===== src/rtl/ll_dir_pkg.sv =====
package ll_dir_pkg;

   typedef enum logic [1:0] {
      OP_READ  = 2'b00,
      OP_WRITE = 2'b01,
      OP_EVICT = 2'b10,
      OP_NONE  = 2'b11
   } dir_op_e;

   typedef enum logic {
      ST_IDLE = 1'b0,
      ST_WALK = 1'b1
   } walk_st_e;

endpackage


===== src/rtl/ll_dir_head_tbl.sv =====
module ll_dir_head_tbl #(
   parameter int NODES = 4,
   parameter int LINES = 8,
   parameter int NW    = 3,
   parameter int LW    = 3
) (
   input  logic          clk,
   input  logic          rst_n,
   input  logic [LW-1:0] rd_line,
   output logic [NW-1:0] rd_head,
   input  logic          wr_en,
   input  logic [LW-1:0] wr_line,
   input  logic [NW-1:0] wr_val
);
   localparam logic [NW-1:0] NUL = '1;

   logic [NW-1:0] head_q [LINES];

   for (genvar l = 0; l < LINES; l++) begin : g_line
      always_ff @(posedge clk) begin
         if (!rst_n) begin
            head_q[l] <= NUL;
         end else if (wr_en && (int'(wr_line) == l)) begin
            head_q[l] <= wr_val;
         end
      end

      // a head pointer is always null or names a real node
      a_r2_head_range: assert property (@(posedge clk) disable iff (!rst_n)
         (head_q[l] == NUL) || (int'(head_q[l]) < NODES));
   end

   always_comb begin
      rd_head = NUL;
      if (int'(rd_line) < LINES) rd_head = head_q[rd_line];
   end

endmodule


===== src/rtl/ll_dir_link_tbl.sv =====
module ll_dir_link_tbl #(
   parameter int NODES = 4,
   parameter int LINES = 8,
   parameter int NW    = 3,
   parameter int LW    = 3
) (
   input  logic          clk,
   input  logic          rst_n,
   input  logic [LW-1:0] line,
   // read port a: full entry
   input  logic [NW-1:0] rda_node,
   output logic          rda_valid,
   output logic [NW-1:0] rda_prev,
   output logic [NW-1:0] rda_next,
   // read port b: forward link only
   input  logic [NW-1:0] rdb_node,
   output logic [NW-1:0] rdb_next,
   // whole-entry write: valid, prev null
   input  logic          ent_en,
   input  logic [NW-1:0] ent_node,
   input  logic [NW-1:0] ent_next,
   // entry clear
   input  logic          clr_en,
   input  logic [NW-1:0] clr_node,
   // forward-link write
   input  logic          nx_en,
   input  logic [NW-1:0] nx_node,
   input  logic [NW-1:0] nx_val,
   // backward-link write
   input  logic          pv_en,
   input  logic [NW-1:0] pv_node,
   input  logic [NW-1:0] pv_val
);
   localparam int ENT = NODES * LINES;
   localparam logic [NW-1:0] NUL = '1;

   logic          vld_q [ENT];
   logic [NW-1:0] prv_q [ENT];
   logic [NW-1:0] nxt_q [ENT];

   for (genvar n = 0; n < NODES; n++) begin : g_node
      for (genvar l = 0; l < LINES; l++) begin : g_line
         localparam int IDX = n * LINES + l;
         logic here;
         assign here = (int'(line) == l);

         always_ff @(posedge clk) begin
            if (!rst_n) begin
               vld_q[IDX] <= 1'b0;
               prv_q[IDX] <= NUL;
               nxt_q[IDX] <= NUL;
            end else if (here) begin
               if (ent_en && (int'(ent_node) == n)) begin
                  vld_q[IDX] <= 1'b1;
                  prv_q[IDX] <= NUL;
                  nxt_q[IDX] <= ent_next;
               end else if (clr_en && (int'(clr_node) == n)) begin
                  vld_q[IDX] <= 1'b0;
                  prv_q[IDX] <= NUL;
                  nxt_q[IDX] <= NUL;
               end else begin
                  if (nx_en && (int'(nx_node) == n)) nxt_q[IDX] <= nx_val;
                  if (pv_en && (int'(pv_node) == n)) prv_q[IDX] <= pv_val;
               end
            end
         end

         // relinking never leaves a member pointing at itself
         a_r7_no_self_link: assert property (@(posedge clk) disable iff (!rst_n)
            vld_q[IDX] |-> ((int'(nxt_q[IDX]) != n) && (int'(prv_q[IDX]) != n)));
      end
   end

   int idx_a;
   int idx_b;

   always_comb begin
      idx_a     = 0;
      rda_valid = 1'b0;
      rda_prev  = NUL;
      rda_next  = NUL;
      if ((int'(rda_node) < NODES) && (int'(line) < LINES)) begin
         idx_a     = int'(rda_node) * LINES + int'(line);
         rda_valid = vld_q[idx_a];
         rda_prev  = prv_q[idx_a];
         rda_next  = nxt_q[idx_a];
      end
   end

   always_comb begin
      idx_b    = 0;
      rdb_next = NUL;
      if ((int'(rdb_node) < NODES) && (int'(line) < LINES)) begin
         idx_b    = int'(rdb_node) * LINES + int'(line);
         rdb_next = nxt_q[idx_b];
      end
   end

endmodule


===== src/rtl/ll_dir_ctrl.sv =====
module ll_dir_ctrl
   import ll_dir_pkg::*;
#(
   parameter int NODES = 4,
   parameter int LINES = 8,
   parameter int NW    = 3,
   parameter int LW    = 3
) (
   input  logic          clk,
   input  logic          rst_n,
   input  logic          req_valid,
   input  logic [1:0]    req_op,
   input  logic [NW-1:0] req_node,
   input  logic [LW-1:0] req_line,
   output logic          ready,
   output logic          inv_valid,
   output logic [NW-1:0] inv_node,
   output logic [LW-1:0] inv_line,
   input  logic          inv_ack,
   output logic          done,
   // table side
   output logic [LW-1:0] act_line,
   input  logic [NW-1:0] head_rd,
   output logic          head_we,
   output logic [NW-1:0] head_wv,
   input  logic          a_valid,
   input  logic [NW-1:0] a_prev,
   input  logic [NW-1:0] a_next,
   output logic [NW-1:0] walk_node,
   input  logic [NW-1:0] b_next,
   output logic          ent_en,
   output logic [NW-1:0] ent_node,
   output logic [NW-1:0] ent_next,
   output logic          clr_en,
   output logic [NW-1:0] clr_node,
   output logic          nx_en,
   output logic [NW-1:0] nx_node,
   output logic [NW-1:0] nx_val,
   output logic          pv_en,
   output logic [NW-1:0] pv_node,
   output logic [NW-1:0] pv_val
);
   localparam logic [NW-1:0] NUL = '1;

   walk_st_e      state_q;
   logic [NW-1:0] wr_q;
   logic [NW-1:0] cur_q;
   logic [LW-1:0] line_q;
   logic          done_q;
   logic          accept;
   dir_op_e       op;

   assign op        = dir_op_e'(req_op);
   assign ready     = (state_q == ST_IDLE);
   assign accept    = ready && req_valid && (int'(req_node) < NODES) && (int'(req_line) < LINES);
   assign act_line  = ready ? req_line : line_q;
   assign walk_node = cur_q;
   assign inv_node  = cur_q;
   assign inv_line  = line_q;
   assign done      = done_q;

   always_comb begin
      inv_valid = 1'b0;
      ent_en    = 1'b0;
      ent_node  = req_node;
      ent_next  = NUL;
      clr_en    = 1'b0;
      clr_node  = req_node;
      nx_en     = 1'b0;
      nx_node   = a_prev;
      nx_val    = a_next;
      pv_en     = 1'b0;
      pv_node   = a_next;
      pv_val    = a_prev;
      head_we   = 1'b0;
      head_wv   = NUL;
      if (accept) begin
         unique case (op)
            OP_READ: begin
               if (!a_valid) begin
                  ent_en   = 1'b1;
                  ent_next = head_rd;
                  head_we  = 1'b1;
                  head_wv  = req_node;
                  if (head_rd != NUL) begin
                     pv_en   = 1'b1;
                     pv_node = head_rd;
                     pv_val  = req_node;
                  end
               end
            end
            OP_EVICT: begin
               if (a_valid) begin
                  clr_en = 1'b1;
                  if (a_prev == NUL) begin
                     head_we = 1'b1;
                     head_wv = a_next;
                  end else begin
                     nx_en = 1'b1;
                  end
                  if (a_next != NUL) pv_en = 1'b1;
               end
            end
            default: ;
         endcase
      end else if (!ready) begin
         if (cur_q == NUL) begin
            ent_en   = 1'b1;
            ent_node = wr_q;
            head_we  = 1'b1;
            head_wv  = wr_q;
         end else if (cur_q != wr_q) begin
            inv_valid = 1'b1;
            if (inv_ack) begin
               clr_en   = 1'b1;
               clr_node = cur_q;
            end
         end
      end
   end

   always_ff @(posedge clk) begin
      if (!rst_n) begin
         state_q <= ST_IDLE;
         wr_q    <= NUL;
         cur_q   <= NUL;
         line_q  <= '0;
         done_q  <= 1'b0;
      end else begin
         done_q <= 1'b0;
         if (accept) begin
            if (op == OP_WRITE) begin
               state_q <= ST_WALK;
               wr_q    <= req_node;
               line_q  <= req_line;
               cur_q   <= head_rd;
            end else begin
               done_q <= 1'b1;
            end
         end else if (state_q == ST_WALK) begin
            if (cur_q == NUL) begin
               state_q <= ST_IDLE;
               done_q  <= 1'b1;
            end else if ((cur_q == wr_q) || inv_ack) begin
               cur_q <= b_next;
            end
         end
      end
   end

   // an unacknowledged invalidation holds its target
   a_r5_inv_hold: assert property (@(posedge clk) disable iff (!rst_n)
      (inv_valid && !inv_ack) |=> (inv_valid && $stable(inv_node)));

   // invalidations target real nodes other than the writer
   a_r4_inv_target: assert property (@(posedge clk) disable iff (!rst_n)
      inv_valid |-> ((int'(inv_node) < NODES) && (inv_node != wr_q)));

   // invalidations only while busy
   a_r9_inv_busy: assert property (@(posedge clk) disable iff (!rst_n)
      inv_valid |-> !ready);

   // completion is reported with the block idle again
   a_r9_done_idle: assert property (@(posedge clk) disable iff (!rst_n)
      done |-> ready);

   // no request is taken while a walk runs
   a_r9_walk_stays: assert property (@(posedge clk) disable iff (!rst_n)
      (!ready && (cur_q != NUL)) |=> !ready);

endmodule


===== src/rtl/ll_sharer_dir.sv =====
module ll_sharer_dir #(
   parameter  int NODES = 4,
   parameter  int LINES = 8,
   localparam int NW    = $clog2(NODES) + 1,
   localparam int LW    = (LINES > 1) ? $clog2(LINES) : 1
) (
   input  logic          clk,
   input  logic          rst_n,
   input  logic          req_valid,
   input  logic [1:0]    req_op,
   input  logic [NW-1:0] req_node,
   input  logic [LW-1:0] req_line,
   output logic          req_ready,
   output logic          inv_valid,
   output logic [NW-1:0] inv_node,
   output logic [LW-1:0] inv_line,
   input  logic          inv_ack,
   output logic          op_done
);
   if (NODES < 2) begin : g_bad_nodes
      $error("ll_sharer_dir: NODES must be at least 2");
   end
   if (LINES < 1) begin : g_bad_lines
      $error("ll_sharer_dir: LINES must be at least 1");
   end

   logic [LW-1:0] act_line;
   logic [NW-1:0] head_rd, head_wv;
   logic          head_we;
   logic          a_valid;
   logic [NW-1:0] a_prev, a_next;
   logic [NW-1:0] walk_node, b_next;
   logic          ent_en, clr_en, nx_en, pv_en;
   logic [NW-1:0] ent_node, ent_next, clr_node, nx_node, nx_val, pv_node, pv_val;

   ll_dir_head_tbl #(.NODES(NODES), .LINES(LINES), .NW(NW), .LW(LW)) i_head (
      .clk     (clk),
      .rst_n   (rst_n),
      .rd_line (act_line),
      .rd_head (head_rd),
      .wr_en   (head_we),
      .wr_line (act_line),
      .wr_val  (head_wv)
   );

   ll_dir_link_tbl #(.NODES(NODES), .LINES(LINES), .NW(NW), .LW(LW)) i_link (
      .clk       (clk),
      .rst_n     (rst_n),
      .line      (act_line),
      .rda_node  (req_node),
      .rda_valid (a_valid),
      .rda_prev  (a_prev),
      .rda_next  (a_next),
      .rdb_node  (walk_node),
      .rdb_next  (b_next),
      .ent_en    (ent_en),
      .ent_node  (ent_node),
      .ent_next  (ent_next),
      .clr_en    (clr_en),
      .clr_node  (clr_node),
      .nx_en     (nx_en),
      .nx_node   (nx_node),
      .nx_val    (nx_val),
      .pv_en     (pv_en),
      .pv_node   (pv_node),
      .pv_val    (pv_val)
   );

   ll_dir_ctrl #(.NODES(NODES), .LINES(LINES), .NW(NW), .LW(LW)) i_ctrl (
      .clk       (clk),
      .rst_n     (rst_n),
      .req_valid (req_valid),
      .req_op    (req_op),
      .req_node  (req_node),
      .req_line  (req_line),
      .ready     (req_ready),
      .inv_valid (inv_valid),
      .inv_node  (inv_node),
      .inv_line  (inv_line),
      .inv_ack   (inv_ack),
      .done      (op_done),
      .act_line  (act_line),
      .head_rd   (head_rd),
      .head_we   (head_we),
      .head_wv   (head_wv),
      .a_valid   (a_valid),
      .a_prev    (a_prev),
      .a_next    (a_next),
      .walk_node (walk_node),
      .b_next    (b_next),
      .ent_en    (ent_en),
      .ent_node  (ent_node),
      .ent_next  (ent_next),
      .clr_en    (clr_en),
      .clr_node  (clr_node),
      .nx_en     (nx_en),
      .nx_node   (nx_node),
      .nx_val    (nx_val),
      .pv_en     (pv_en),
      .pv_node   (pv_node),
      .pv_val    (pv_val)
   );

endmodule


===== config.mk =====
export PLATFORM = sky130hd
export DESIGN_NAME = ll_sharer_dir
export DESIGN_NICKNAME = d
export VERILOG_FILES = /design/src/rtl/ll_dir_pkg.sv /design/src/rtl/ll_dir_head_tbl.sv /design/src/rtl/ll_dir_link_tbl.sv /design/src/rtl/ll_dir_ctrl.sv /design/src/rtl/ll_sharer_dir.sv
export SDC_FILE = /design/constraint.sdc
export NUM_CORES = 1
export LEC_CHECK = 0
export BUFFER_PORTS_ARGS = -buffer_cell sky130_fd_sc_hd__buf_2
export CAP_MARGIN = 15
export CORE_ASPECT_RATIO = 0.8
export CORE_MARGIN = 3
export CORE_UTILIZATION = 55
export CTS_BUF_LIST = sky130_fd_sc_hd__clkbuf_4
export CTS_CLUSTER_SIZE = 28
export DETAILED_ROUTE_END_ITERATION = 8
export GPL_TIMING_DRIVEN = 0
export PLACE_DENSITY = 0.71
export SETUP_SLACK_MARGIN = 0.3
export SYNTH_ARGS = -nofsm -noshare
export SYNTH_HDL_FRONTEND = slang
export SYNTH_HIERARCHICAL = 1
export SYNTH_SLANG_ARGS = --single-unit

===== constraint.sdc =====
create_clock -name clk -period 6.62 [get_ports clk]
set_input_delay 0.662 -clock clk [delete_from_list [all_inputs] [get_ports clk]]
set_output_delay 0.662 -clock clk [all_outputs]
set_load 0.005 [all_outputs]

; After elaboration in Yosys (flattened, before gate mapping)
; Memories as Yosys holds them, arrays and structs flattened.
; Index checks and enable logic that the tools add are counted.
[totals]
inputBits = 12
mem_bits_rw = 248
reg_bits = 11
wordCells = 1125
memories = 4
romBits = 0
out_inout_bits = 9
latchBits = 0
[classes]
order_cmp = 2
n_div = 0
shift = 0
addsub = 2
n_mux = 781
n_eq_ne = 29
n_mul = 0
reduce_logical = 37
n_bitwise = 265
[mem_list]
columns = memory, depth, width, read_ports, rd_ports_with_merged_regs, wr, line
row1 = i_link.nxt_q, 32, 3, 2, 0, 32, ll_dir_link_tbl.sv:39  ; logic [NW-1:0] nxt_q [ENT];
row2 = i_link.prv_q, 32, 3, 1, 0, 32, ll_dir_link_tbl.sv:38  ; logic [NW-1:0] prv_q [ENT];
row3 = i_link.vld_q, 32, 1, 1, 0, 32, ll_dir_link_tbl.sv:37  ; logic vld_q [ENT];
row4 = i_head.head_q, 8, 3, 1, 0, 8, ll_dir_head_tbl.sv:17  ; logic [NW-1:0] head_q [LINES];
[ops]
columns = operator, n
row1 = 2-to-1 mux 3 bit, 234
row2 = 2-to-1 mux 1 bit, 544
row3 = OR 1 bit, 264
row4 = equality test 3 bit (second input constant), 14
row5 = logical AND 1 bit, 26
row6 = equality test 3 x 2 -> 1 bit (second input constant), 6
row7 = zero test 3 bit, 5
row8 = adder 5 x 3 -> 5 bit, 2
row9 = less-than comparator 3 bit (second input constant), 2
row10 = != test 3 bit (second input constant), 2
row11 = case mux 3 bit (2 select lines), 1
row12 = case mux 1 bit (2 select lines), 2
row13 = AND reduction 4 bit, 1
row14 = nonzero test 2 bit, 2
row15 = equality test 3 x 1 -> 1 bit (second input constant), 1
row16 = equality test 3 bit, 1
row17 = != test 3 bit, 1
row18 = equality test 2 x 1 -> 1 bit (second input constant), 1
row19 = equality test 2 bit (second input constant), 1
row20 = zero test 2 bit, 1
row21 = != test 2 x 1 -> 1 bit (second input constant), 1
row22 = != test 2 bit (second input constant), 1
row23 = AND reduction 2 bit, 1
row24 = logical OR 1 bit, 1
row25 = inverter 1 bit, 1

; Longest topological paths before layout
; An unclocked memory read counts as a cell.
[logic_depth]
ltp_word = 17
mapped_depth = 19
depth_no_buf = 14

; By module
; The synthesis kept the hierarchy.
[by_module_without_submodules]
columns = module, seq_area_each_um2, n_inst, cells_each, area_per_inst_um2
row1 = ll_dir_link_tbl, 6716.4, 1, 942, 11055.6
row2 = ll_dir_head_tbl, 720.7, 1, 79, 1214.9
row3 = ll_dir_ctrl, 220.2, 1, 110, 948.4

; Least setup slack after synthesis
; No wires, ideal clock.
[synth_path]
path_type = in2reg
from = in req_line[0]
to = mem i_link.prv_q[10][0] (data pin)
arrival_time_ps = 4527
setup_slack_ps = 1829
setup_ps = 264
n_path_buf = 3
t_required_ps = 6356
path_stages = 15
path_cell_list = mux2_2 buf_6 buf_8 mux4_1 mux2i_1 nand2_1 o21ai_0 a2111oi_0 nor2_1 and3_1 and2_1 o21a_1 nor4_1 clkbuf_1 nand2_1
[synth_lines]
columns = item, line
row1 = start: declaration, ll_sharer_dir.sv:12  ; input logic [LW-1:0] req_line,
row2 = end: declaration, ll_dir_link_tbl.sv:38

==> results.ini <==
[synth]
synthTopCellsByArea=edfxtp_1 56%, nand2_1 6.5%, mux4_2 4.6%
synthFlopType=edfxtp_1
async_flop_share_pct=0
netlist.top_cell.by_area=edfxtp_1
synth_most_common_cell=edfxtp_1
ys_warn_count=6
synth_common_cells=247 x edfxtp_1, 230 x nand2_1, 106 x o21ai_0
ys_seq_area_share_pct=57.9
synth_edf_count=247
syn_nets=1143
synth_cells=1131
synth.avg_cell_area_um2=11.7
synth_top_area_share_pct=56.1
ys_types=65
synth_seq_cells=259
synth_area_um2=13200

[min_path]
min-delay-start=req_line[1]
min_path_cells=3
hold_path_class=primary input to flop
holdPathEnd=i_ctrl/inv_line[1]$_SDFFE_PN0P_

[setup_path]
crit_fanout=12
worstPathCellList=buf_6 > mux2_2 > buf_4 > buf_2 > buf_2 > o22ai_1 > a221oi_1 > o32ai_1 > a211oi_1 > a31oi_1 > o21a_1 > nor2b_1 > nor2b_1 > a211oi_1 > o21ai_0
crit_type=flop to flop
r2r_cells=15
critical-path-top-delay-family=compound AO/OA/AOI/OAI gates
crit_buf_inv=4
start_kind=flop
worst_ep_arrival_time_ns=6.47
path_depth=15
max_stage_delay_ns=0.94
critPathCaptureType=flop
critPathRequiredTime_ns=6.95
r2r_start=i_ctrl/state_q$_SDFFE_PN0P_
rrSetupSlack_ns=0.48
worstReg2RegEnd=i_link/prv_q[1][0]$_SDFFCE_PN1P_
cp_slowest_cell=a211oi_1

[grt]
grt_start_max_net_pins=19
grt_pass1_vias=9971
grt_pass1_wl_um=61800
grt-ovfl-total=0
antenna_found_initial=1
grtUsageTotal_pct=33.2

[clock_tree]
hold_buffers=0
cts.sinks=259
cts-root-buf=clkbuf_4
clk_latency_ns=0.69
cts_resized=0
tritoncts=done
post-cts-setup-buffers=0
clk_path_buf_depth=3
htreeDepth=3
cts.clk_slew.worst_paths_ns=0.07
numCtsBuffers=67

[placed_design]
port-buffer-count=19
placed_cells=1462
dp_hpwl_um=30200
place.gp.congestion=1.03

[routing]
wl_um=42300
dr.pass1.iters=6
ant_nets=0
drcViolationCount=0
wl_per_cell_um=26.8
drt-vias-per-instance=6.57
drtIter0Drc=1814
vias=10400

[floorplanning]
core.rowCount=50
start_util_pct=56.2
fp.coreArea_um2=23500
die-area_um2=25900
die_h_um=145
die_w_um=179
ios=21

[job]
maxCapViolCount=0

[sta]
period_needed_ns=6.14
fin_setup_tns_ns=0
setup_violations=0
rsz0062_at_grt=no
fmax_ghz=0.163
hold_viol=0
skew_ns=0.0532
drv_slew=0
worst_pin_slew_ns=1.12
maxSlewHeadroom_pct=24.6
finalCritPeriodShare_pct=92.8

[finish]
final_cells=1580
multiInputGateArea_um2=5040
area_growth_pct=10.1
layout-drive-gt1-share_pct=18.2
nNetsFinal=1231
regArea_um2=7660
fillers=1944

[pwr]
ir_drop_mv=0.157
power.density_nw_per_um2=236
p_leak_nw=3.96

[outcome]
status=finished clean

state kept, by name, summed over array words and instances, names as in the netlist:
register / flops
i_ctrl/inv_node: 3
i_link/prv_q: 96
i_head/head_q: 24
i_ctrl/wr_q: 3
i_link/nxt_q: 96
i_ctrl/done: 1
i_link/vld_q: 32
i_ctrl/inv_line: 3
i_ctrl/state_q: 1
kinds of logic (layout without fill, tap and decap cells):
logic type | after synthesis | after routing | synth area share [%]
other | 0 | 1 | 0
buffers and inverters | 101 | 237 | 3.99
muxes | 98 | 98 | 11.8
and+or+nand+nor | 467 | 467 | 16.3
DFF | 259 | 259 | 57.9
AOI/OAI and AO/OA | 203 | 203 | 9.75
xor gates and xnor gates | 3 | 3 | 0.199
placed cells by master (no fill, tap or decap), drive strengths merged, types with 4 or more instances in the layout:
cell type,instances
o2bb2ai,17
buf,59
nor2,100
nand2,231
nand2b,13
o21a,8
mux4,40
edfxtp,247
and2,5
nor4,4
a21oi,9
or3b,5
a211oi,9
inv,13
clkinv,18
a31oi,4
dfxtp,12
mux2i,32
nor3b,6
clkbuf,145
o22ai,12
a2111oi,4
or3,14
nand3b,16
nor2b,21
nand3,15
nand4,4
mux2,26
or2,6
and3,7
a221oi,5
o21ai,106
nor3,13
how the worst max path moves through the flow:
stage | start | endpoint | slack (ns)
final | i_ctrl/state_q$_SDFFE_PN0P_ | i_link/prv_q[1][0]$_SDFFCE_PN1P_ | 0.48
after detailed placement | req_line[1] | i_link/prv_q[16][1]$_SDFFCE_PN1P_ | 0.67
after global placement | req_line[2] | i_link/prv_q[7][1]$_SDFFCE_PN1P_ | -0.28
after CTS | i_ctrl/state_q$_SDFFE_PN0P_ | i_link/prv_q[22][1]$_SDFFCE_PN1P_ | 0.88
after floorplan | req_line[0] | i_link/prv_q[10][0]$_SDFFCE_PN1P_ | 1.83
after global routing | i_ctrl/state_q$_SDFFE_PN0P_ | i_link/prv_q[2][0]$_SDFFCE_PN1P_ | 0.37
per-layer routing:
metal	vias to the layer above	part of all wire [%]	global-route usage, %
met5	-	0	0
met4	0	2.5	9.56
met3	107	16	13.0
met2	834	42	46.6
met1	5044	40	48.3
li1	4395	-	-
through the flow:
stage	hold WS [ns]	power, mW	util, %	worst slack [ns]	instance area (um^2)
after global routing	0.248	3.57	61.9	0.371	14600
after CTS	0.228	3.45	61.9	0.882	14600
after floorplan	0.459	1.98	-	1.83	13200
after detailed placement	0.487	2.08	58.3	0.670	13700
final	0.262	3.44	61.9	0.475	14600
after global placement	0.474	2.07	58.3	-0.282	13700
area by class of cell:
cell class              count  share of cell area [%]
diodes                      1                  0.0172
clock buffers              93                    4.80
plain buffers              92                    3.40
inverters                   9                   0.232
well taps                 312                    2.68
flip-flops and latches    259                    52.6
multi-input cells         771                    34.6
repair buffers             19                   0.653
clock inverters            24                   0.989
where the power goes:
group / leakage, nW / switching (mW) / internal, mW
clock network: 0.504 / 0.656 / 0.729
logic: 1.57 / 0.190 / 0.0684
registers: 1.88 / 0.00269 / 1.79
total: 3.96 / 0.849 / 2.59
worst min-delay path, cell delays in order:
cell and delay, ns:
buf_2 0.09, mux2i_1 0.06, nor2b_1 0.09
No activity file was read; power rests on OpenSTA's default activity.
